$ cat src/rtl/hs_cmd_pkg.sv
package hs_cmd_pkg;

  typedef enum logic [1:0] {
    PH_IDLE = 2'd0,
    PH_CMD  = 2'd1,
    PH_EXEC = 2'd2,
    PH_RSP  = 2'd3
  } phase_e;

  typedef struct packed {
    logic       handled;
    logic       cmd_var;
    logic [7:0] cmd_len;
    logic       rsp_var;
    logic [7:0] rsp_len;
  } op_ent_t;

  function automatic op_ent_t op_lookup(input logic [7:0] op);
    op_ent_t e;
    e = '{handled: 1'b0, cmd_var: 1'b0, cmd_len: 8'd0, rsp_var: 1'b1, rsp_len: 8'd0};
    case (op)
      8'h01: e = '{handled: 1'b1, cmd_var: 1'b0, cmd_len: 8'd0, rsp_var: 1'b0, rsp_len: 8'd4};
      8'h02: e = '{handled: 1'b1, cmd_var: 1'b0, cmd_len: 8'd4, rsp_var: 1'b0, rsp_len: 8'd0};
      8'h03: e = '{handled: 1'b1, cmd_var: 1'b1, cmd_len: 8'd0, rsp_var: 1'b1, rsp_len: 8'd0};
      8'h04: e = '{handled: 1'b1, cmd_var: 1'b0, cmd_len: 8'd1, rsp_var: 1'b1, rsp_len: 8'd0};
      8'h05: e = '{handled: 1'b0, cmd_var: 1'b0, cmd_len: 8'd0, rsp_var: 1'b0, rsp_len: 8'd3};
      8'h06: e = '{handled: 1'b0, cmd_var: 1'b0, cmd_len: 8'd2, rsp_var: 1'b1, rsp_len: 8'd0};
      default: ;
    endcase
    return e;
  endfunction

endpackage

$ cat src/rtl/hs_handshake.sv
module hs_handshake (
  input  logic clk_i,
  input  logic rst_ni,
  input  logic req_ni,
  input  logic hold_i,
  output logic ack_no,
  output logic take_o
);
  logic ack_q, take_q;

  always_ff @(posedge clk_i or negedge rst_ni) begin
    if (!rst_ni) begin
      ack_q  <= 1'b1;
      take_q <= 1'b0;
    end else begin
      take_q <= 1'b0;
      if (!req_ni && ack_q && !hold_i) begin
        ack_q  <= 1'b0;
        take_q <= 1'b1;
      end else if (req_ni && !ack_q) begin
        ack_q <= 1'b1;
      end
    end
  end

  assign ack_no = ack_q;
  assign take_o = take_q;
endmodule

$ cat src/rtl/hs_byte_buf.sv
module hs_byte_buf #(
  parameter int unsigned DEPTH = 32,
  parameter int unsigned DW    = 8,
  localparam int unsigned AW   = $clog2(DEPTH)
) (
  input  logic          clk_i,
  input  logic          rst_ni,
  input  logic          we_i,
  input  logic [AW-1:0] waddr_i,
  input  logic [DW-1:0] wdata_i,
  input  logic [AW-1:0] raddr_i,
  output logic [DW-1:0] rdata_o
);
  logic [DW-1:0] mem [DEPTH];

  for (genvar g = 0; g < DEPTH; g++) begin : g_ent
    always_ff @(posedge clk_i or negedge rst_ni) begin
      if (!rst_ni) mem[g] <= '0;
      else if (we_i && (waddr_i == AW'(g))) mem[g] <= wdata_i;
    end
  end

  assign rdata_o = mem[raddr_i];
endmodule

$ cat src/rtl/hs_cmd_engine.sv
module hs_cmd_engine
  import hs_cmd_pkg::*;
#(
  parameter int unsigned BUF_DEPTH = 32,
  localparam int unsigned AW  = $clog2(BUF_DEPTH),
  localparam int unsigned SZW = $clog2(BUF_DEPTH + 1)
) (
  input  logic           clk_i,
  input  logic           rst_ni,
  input  logic           req_ni,
  output logic           ack_no,
  input  logic           sr_dir_h2d_i,
  input  logic [7:0]     sr_data_i,
  output logic [7:0]     sr_data_o,
  output logic           sr_irq_o,
  output logic           proto_err_o,
  output logic [1:0]     phase_o,
  output logic           dispatch_valid_o,
  output logic [7:0]     dispatch_op_o,
  output logic [7:0]     dispatch_len_o,
  input  logic           dispatch_done_i,
  input  logic [SZW-1:0] rsp_size_i,
  input  logic [AW-1:0]  cmd_rd_addr_i,
  output logic [7:0]     cmd_rd_data_o,
  input  logic           rsp_we_i,
  input  logic [AW-1:0]  rsp_waddr_i,
  input  logic [7:0]     rsp_wdata_i
);
  phase_e     phase_q;
  logic       take;
  logic [7:0] op_q, cmd_len_q, rcnt_q, rsp_len_q, rsp_pos_q, sr_q;
  logic       len_pend_q, rsp_pend_q, rsp_zero_q;
  logic       hnd_q, rvar_q;
  logic [7:0] rlen_q;
  logic       irq_q, err_q, dv_q;

  hs_handshake i_hs (
    .clk_i  (clk_i),
    .rst_ni (rst_ni),
    .req_ni (req_ni),
    .hold_i (phase_q == PH_EXEC),
    .ack_no (ack_no),
    .take_o (take)
  );

  // command buffer: engine writes, executor reads
  logic cmd_we;
  assign cmd_we = (phase_q == PH_CMD) && take && sr_dir_h2d_i && !len_pend_q &&
                  (rcnt_q < 8'(BUF_DEPTH));

  hs_byte_buf #(.DEPTH(BUF_DEPTH), .DW(8)) i_cmd_buf (
    .clk_i   (clk_i),
    .rst_ni  (rst_ni),
    .we_i    (cmd_we),
    .waddr_i (rcnt_q[AW-1:0]),
    .wdata_i (sr_data_i),
    .raddr_i (cmd_rd_addr_i),
    .rdata_o (cmd_rd_data_o)
  );

  // response buffer: executor writes, engine reads
  logic [7:0] rsp_rdata;
  hs_byte_buf #(.DEPTH(BUF_DEPTH), .DW(8)) i_rsp_buf (
    .clk_i   (clk_i),
    .rst_ni  (rst_ni),
    .we_i    (rsp_we_i),
    .waddr_i (rsp_waddr_i),
    .wdata_i (rsp_wdata_i),
    .raddr_i (rsp_pos_q[AW-1:0]),
    .rdata_o (rsp_rdata)
  );

  // table entry in effect: fresh lookup in idle, captured copy otherwise
  op_ent_t    ent_new;
  logic       cur_hnd, cur_rvar;
  logic [7:0] cur_rlen, unk_size;
  phase_e     dsp_phase;
  assign ent_new   = op_lookup(sr_data_i);
  assign cur_hnd   = (phase_q == PH_IDLE) ? ent_new.handled : hnd_q;
  assign cur_rvar  = (phase_q == PH_IDLE) ? ent_new.rsp_var : rvar_q;
  assign cur_rlen  = (phase_q == PH_IDLE) ? ent_new.rsp_len : rlen_q;
  assign unk_size  = cur_rvar ? 8'd0 : cur_rlen;
  assign dsp_phase = cur_hnd ? PH_EXEC :
                     ((!cur_rvar && unk_size == 8'd0) ? PH_IDLE : PH_RSP);

  logic [SZW-1:0] rsz_clamped;
  logic [7:0]     exec_size;
  assign rsz_clamped = (rsp_size_i > SZW'(BUF_DEPTH)) ? SZW'(BUF_DEPTH) : rsp_size_i;
  assign exec_size   = rvar_q ? 8'(rsz_clamped) : rlen_q;

  logic [7:0] rcnt_inc, pos_inc;
  assign rcnt_inc = rcnt_q + 8'd1;
  assign pos_inc  = rsp_pos_q + 8'd1;

  logic dsp_now;
  always_comb begin
    dsp_now = 1'b0;
    if (take && sr_dir_h2d_i) begin
      if (phase_q == PH_IDLE)
        dsp_now = !ent_new.cmd_var && (ent_new.cmd_len == 8'd0);
      else if (phase_q == PH_CMD)
        dsp_now = len_pend_q ? (sr_data_i == 8'd0) : (rcnt_inc == cmd_len_q);
    end
  end

  always_ff @(posedge clk_i or negedge rst_ni) begin
    if (!rst_ni) begin
      phase_q    <= PH_IDLE;
      op_q       <= '0;
      cmd_len_q  <= '0;
      rcnt_q     <= '0;
      rsp_len_q  <= '0;
      rsp_pos_q  <= '0;
      sr_q       <= '0;
      len_pend_q <= 1'b0;
      rsp_pend_q <= 1'b0;
      rsp_zero_q <= 1'b0;
      hnd_q      <= 1'b0;
      rvar_q     <= 1'b0;
      rlen_q     <= '0;
      irq_q      <= 1'b0;
      err_q      <= 1'b0;
      dv_q       <= 1'b0;
    end else begin
      irq_q <= 1'b0;
      err_q <= 1'b0;
      dv_q  <= 1'b0;
      unique case (phase_q)
        PH_IDLE: if (take) begin
          if (!sr_dir_h2d_i) err_q <= 1'b1;
          else begin
            irq_q      <= 1'b1;
            op_q       <= sr_data_i;
            hnd_q      <= ent_new.handled;
            rvar_q     <= ent_new.rsp_var;
            rlen_q     <= ent_new.rsp_len;
            cmd_len_q  <= ent_new.cmd_len;
            len_pend_q <= ent_new.cmd_var;
            rcnt_q     <= '0;
            rsp_pos_q  <= '0;
            if (!dsp_now) phase_q <= PH_CMD;
          end
        end
        PH_CMD: if (take) begin
          if (!sr_dir_h2d_i) err_q <= 1'b1;
          else begin
            irq_q <= 1'b1;
            if (len_pend_q) begin
              cmd_len_q  <= sr_data_i;
              len_pend_q <= 1'b0;
            end else begin
              rcnt_q <= rcnt_inc;
            end
          end
        end
        PH_EXEC: if (dispatch_done_i) begin
          rsp_zero_q <= 1'b0;
          rsp_len_q  <= exec_size;
          rsp_pend_q <= rvar_q;
          phase_q    <= (!rvar_q && exec_size == 8'd0) ? PH_IDLE : PH_RSP;
        end
        PH_RSP: if (take) begin
          if (sr_dir_h2d_i) err_q <= 1'b1;
          else begin
            irq_q <= 1'b1;
            if (rsp_pend_q) begin
              sr_q       <= rsp_len_q;
              rsp_pend_q <= 1'b0;
              if (rsp_len_q == 8'd0) phase_q <= PH_IDLE;
            end else begin
              sr_q      <= rsp_zero_q ? 8'd0 : rsp_rdata;
              rsp_pos_q <= pos_inc;
              if (pos_inc == rsp_len_q) phase_q <= PH_IDLE;
            end
          end
        end
        default: phase_q <= PH_IDLE;
      endcase
      // command complete: hand off to executor or answer locally
      if (dsp_now) begin
        dv_q       <= cur_hnd;
        rsp_zero_q <= 1'b1;
        rsp_len_q  <= unk_size;
        rsp_pend_q <= cur_rvar;
        phase_q    <= dsp_phase;
      end
    end
  end

  assign sr_data_o        = sr_q;
  assign sr_irq_o         = irq_q;
  assign proto_err_o      = err_q;
  assign phase_o          = phase_q;
  assign dispatch_valid_o = dv_q;
  assign dispatch_op_o    = op_q;
  assign dispatch_len_o   = cmd_len_q;
endmodule

$ cat config.mk
export PLATFORM = sky130hd
export DESIGN_NAME = hs_cmd_engine
export DESIGN_NICKNAME = d
export VERILOG_FILES = /design/src/rtl/hs_cmd_pkg.sv /design/src/rtl/hs_handshake.sv /design/src/rtl/hs_byte_buf.sv /design/src/rtl/hs_cmd_engine.sv
export SDC_FILE = /design/constraint.sdc
export NUM_CORES = 1
export LEC_CHECK = 0
export BUFFER_PORTS_ARGS = -buffer_cell sky130_fd_sc_hd__clkbuf_2
export CAP_MARGIN = 15
export CELL_PAD_IN_SITES_DETAIL_PLACEMENT = 1
export CELL_PAD_IN_SITES_GLOBAL_PLACEMENT = 1
export CORE_MARGIN = 4
export CORE_UTILIZATION = 35
export CTS_CLUSTER_DIAMETER = 120
export CTS_CLUSTER_SIZE = 20
export DETAILED_ROUTE_END_ITERATION = 10
export PLACE_DENSITY_LB_ADDON = 0.12
export SYNTH_ARGS = -nofsm -noshare
export SYNTH_HDL_FRONTEND = slang
export SYNTH_SLANG_ARGS = --single-unit
$ cat constraint.sdc
create_clock -name clk_i -period 4.7 [get_ports clk_i]
set_clock_uncertainty 0.1 [all_clocks]
set_input_delay 0.235 -clock clk_i [delete_from_list [all_inputs] [get_ports clk_i]]
set_output_delay 0.235 -clock clk_i [all_outputs]
set_load 0.02 [all_outputs]
==> impl_metrics.csv <==
group,metric,value,unit
clocking,ctsResizeCount,0,
synthesis,synth_edf_count,0,
route,routed-via-count,15400,
die,ios,76,
clocking,tritoncts,"done",
sta,finalSetupTns,0,ns
clocking,clockBufferDepth,3,
critical_path,rr_endpoint,"phase_o[0]$_DFFE_PN0P_",
die,design.die.area,81000,µm²
synthesis,synth-main-ff-cell,"dfrtp_1",
layout,n_antenna_cell,0,
clocking,postCtsSetupBuffers,0,
layout,drive_above_1_share,0.465,
sta,max_freq,275,MHz
layout,n_fill_cell,7647,
synthesis,syn_area,26800,µm²
sta,fin_ws,1.07,ns
clocking,cts.sinks,572,
die,die_w,285,µm
synthesis,syn-num-nets,1850,
layout,multi_input_area,11900,µm²
worst_hold_path,holdPathStages,5,
synthesis,ys_ff_latch,572,
layout,final_cells,2806,
critical_path,startpoint_type,"flop",
global_route,track_usage,0.181,
critical_path,crit_fanout,27,
route,drt-total-wl,72900,µm
route,drt_iter0_drc,777,
sta,hold_viol_final,0,
die,rows,101,
critical_path,worstPathRequired,5.05,ns
global_route,grt_max_degree,143,
clocking,cts-root-buf,"clkbuf_16",
sta,holdWs,0.0429,ns
critical_path,critPathCaptureType,"flop",
route,drc,0,
placement,globalplace.congestion,0.737,
synthesis,synth.avg_cell_area,14.8,µm²
critical_path,critPathKind,"flop to flop",
die,core-area,75800,µm²
route,drt-pass1-iter-count,4,
worst_hold_path,min_to,"rsp_len_q[1]$_DFFE_PN0P_",
sta,period_share,0.772,
sta,grt_setup_unrepaired,"no",
sta,tightest_slew,1.09,ns
placement,dpl-instance-area,28100,µm²
layout,regArea,14300,µm²
sta,setup_violations,0,
route,ant_nets,0,
pwr,ir_drop,0.198,mV
sta,relSlewSlack,0.274,
route,wl_per_cell,26.0,µm
clocking,cts_made_buffers,34,
critical_path,worstRegToRegCells,7,
synthesis,ys_warn_count,0,
placement,place_ws,1.04,ns
sta,slew_viol_final,0,
global_route,grt_pass1_wl,112000,µm
layout,final_cell_mix,"dfrtp_1 (569), mux2_2 (521), mux4_2 (160)",
global_route,grt_pass1_vias,16800,
critical_path,regToRegStartpoint,"rsp_pos_q[1]$_DFFE_PN0P_",
synthesis,synth_top_area_share,0.534,
global_route,grt_overflow_total,0,
sta,period_needed,3.63,ns
die,initial_utilization,0.353,
synthesis,synth.distinct_cells,64,
placement,placed_cells,2754,
layout,postLayoutCellArea,29200,µm²
layout,layout_commonest_cell,"dfrtp_1",
run_status,status,"complete, no violations",
pwr,powerDensity,422,nW/µm²
synthesis,ys_async_sr_fraction,1.00,
clocking,ctsHoldBuffers,8,
layout,fin_nets,1865,
layout,synthToLayoutAreaGrowth,8.98,%
critical_path,r2r_slack,1.07,ns
worst_hold_path,hp-class,"input port to flop",
synthesis,synthCells,1805,
pwr,p_leak,13.1,nW
worst_hold_path,hold_start,"rsp_size_i[1]",
clocking,clk_latency,0.57,ns
placement,dp_hpwl,47800,µm
clocking,path_clk_slew,0.10,ns
synthesis,synthTopCellsByArea,"dfrtp_1 (53%), mux2_2 (22%), mux4_2 (13%), nand2_1 (1.5%), clkbuf_1 (1.3%)",
run,maxCapViolations,0,
synthesis,ys_seq_area_frac,0.535,
route,vias_per_cell,5.48,
synthesis,synth_top_cell_by_area,"dfrtp_1",
critical_path,arrival,3.98,ns
placement,port_buffers,75,
global_route,antenna_found_initial,3,
clocking,cts_htree_levels,2,
die,fp.dieH,285,µm
-- cell families after synthesis --
| kind of cell | share of synthesized area |
|---|---|
| mux | 0.359 |
| flops | 0.535 |
| simple gates | 0.0508 |
| buf+inv | 0.0207 |
| compound gates | 0.0250 |
| xor+xnor | 0.00706 |
| fa+ha+maj | 0.00327 |
-- cell usage after synthesis, types with 2 or more instances --
library cell    n
xnor2_1         9
o211ai_1        2
or3b_1          2
nor3_1         22
nor2_1         46
nand2_1       105
dfrtp_1       571
buf_6           3
buf_4           3
or3_1           2
a211oi_1        2
and2_1          5
o21a_1          2
mux2_2        521
a31oi_1         2
o21ai_0        33
buf_1          11
nor3b_1         4
nor2_2         11
or4_1           2
and3_1         10
o41ai_1         3
a22oi_1         2
xor2_1         10
nand4b_1        3
nor2b_1        13
or4_4           2
a21o_1          5
nand3_1        11
buf_2          15
mux4_2        160
a21oi_1        31
o22ai_1         4
o31ai_1         6
nand4_1         7
nor4_2          2
clkbuf_1       95
inv_1           5
mux2i_1        13
nand2b_1       11
ha_1            7
nor4_1          3
nor3_2          5
a22o_1          4
-- cell type report --
type / instances / area share
flip-flops and latches: 572 / 0.491
multi-input cells: 1099 / 0.409
well taps: 978 / 0.0419
clock buffers: 43 / 0.0325
repair buffers: 106 / 0.0250
inverters: 7 / 0.000900
clock inverters: 1 / 0.000300
-- flip-flops by register name, summed over array words and instances, names as in the netlist, 6 cells and up --
signal / count
dispatch_len_o: 8
dispatch_op_o: 8
i_cmd_buf.mem: 256
i_rsp_buf.mem: 256
rcnt_q: 8
rsp_len_q: 6
rsp_pos_q: 8
sr_data_o: 8
-- critical path, cell delays in order (launching register included) --
cell       delay (ns)
dfrtp_2          0.98
and3_1           0.37
a21boi_1         0.10
or4_1            0.47
a2111oi_0        0.79
o21ai_0          0.32
o21bai_1         0.24
mux2i_1          0.14
-- routing by layer --
metal | vias to the layer above | part of all wire | track usage
li1 | 6699 | - | -
met1 | 8464 | 0.50 | 0.278
met2 | 159 | 0.46 | 0.279
met3 | 43 | 0.030 | 0.0244
met4 | 2 | 0.013 | 0.0282
met5 | - | 0.00011 | 0
-- where the power goes --
part,leakage (nW),internal (mW),switching [mW],total (mW)
Combinational,5.07,1.48,1.48,2.96
Clock,0.468,1.43,1.69,3.12
Sequential,7.58,5.65,0.589,6.23
Total,13.1,8.55,3.76,12.3
-- worst max path at each step --
stage / start / end / slack (ns)
after floorplan: rcnt_q[0]$_DFFE_PN0P_ / rsp_len_q[0]$_DFFE_PN0P_ / 1.84
after global placement: rsp_pos_q[1]$_DFFE_PN0P_ / phase_o[0]$_DFFE_PN0P_ / 1.05
after detailed placement: rsp_pos_q[1]$_DFFE_PN0P_ / phase_o[0]$_DFFE_PN0P_ / 1.04
after CTS: rsp_pos_q[1]$_DFFE_PN0P_ / phase_o[0]$_DFFE_PN0P_ / 0.99
after global routing: rsp_pos_q[1]$_DFFE_PN0P_ / phase_o[0]$_DFFE_PN0P_ / 0.83
final: rsp_pos_q[1]$_DFFE_PN0P_ / phase_o[0]$_DFFE_PN0P_ / 1.07
-- stage by stage --
step                power, mW  utilization
finish                   12.3        0.385
global route             13.0        0.385
CTS                      12.5        0.385
detailed placement       9.34        0.371
global placement         9.24        0.371
floorplan                8.23            -
Power figures use the tool's default switching activity.
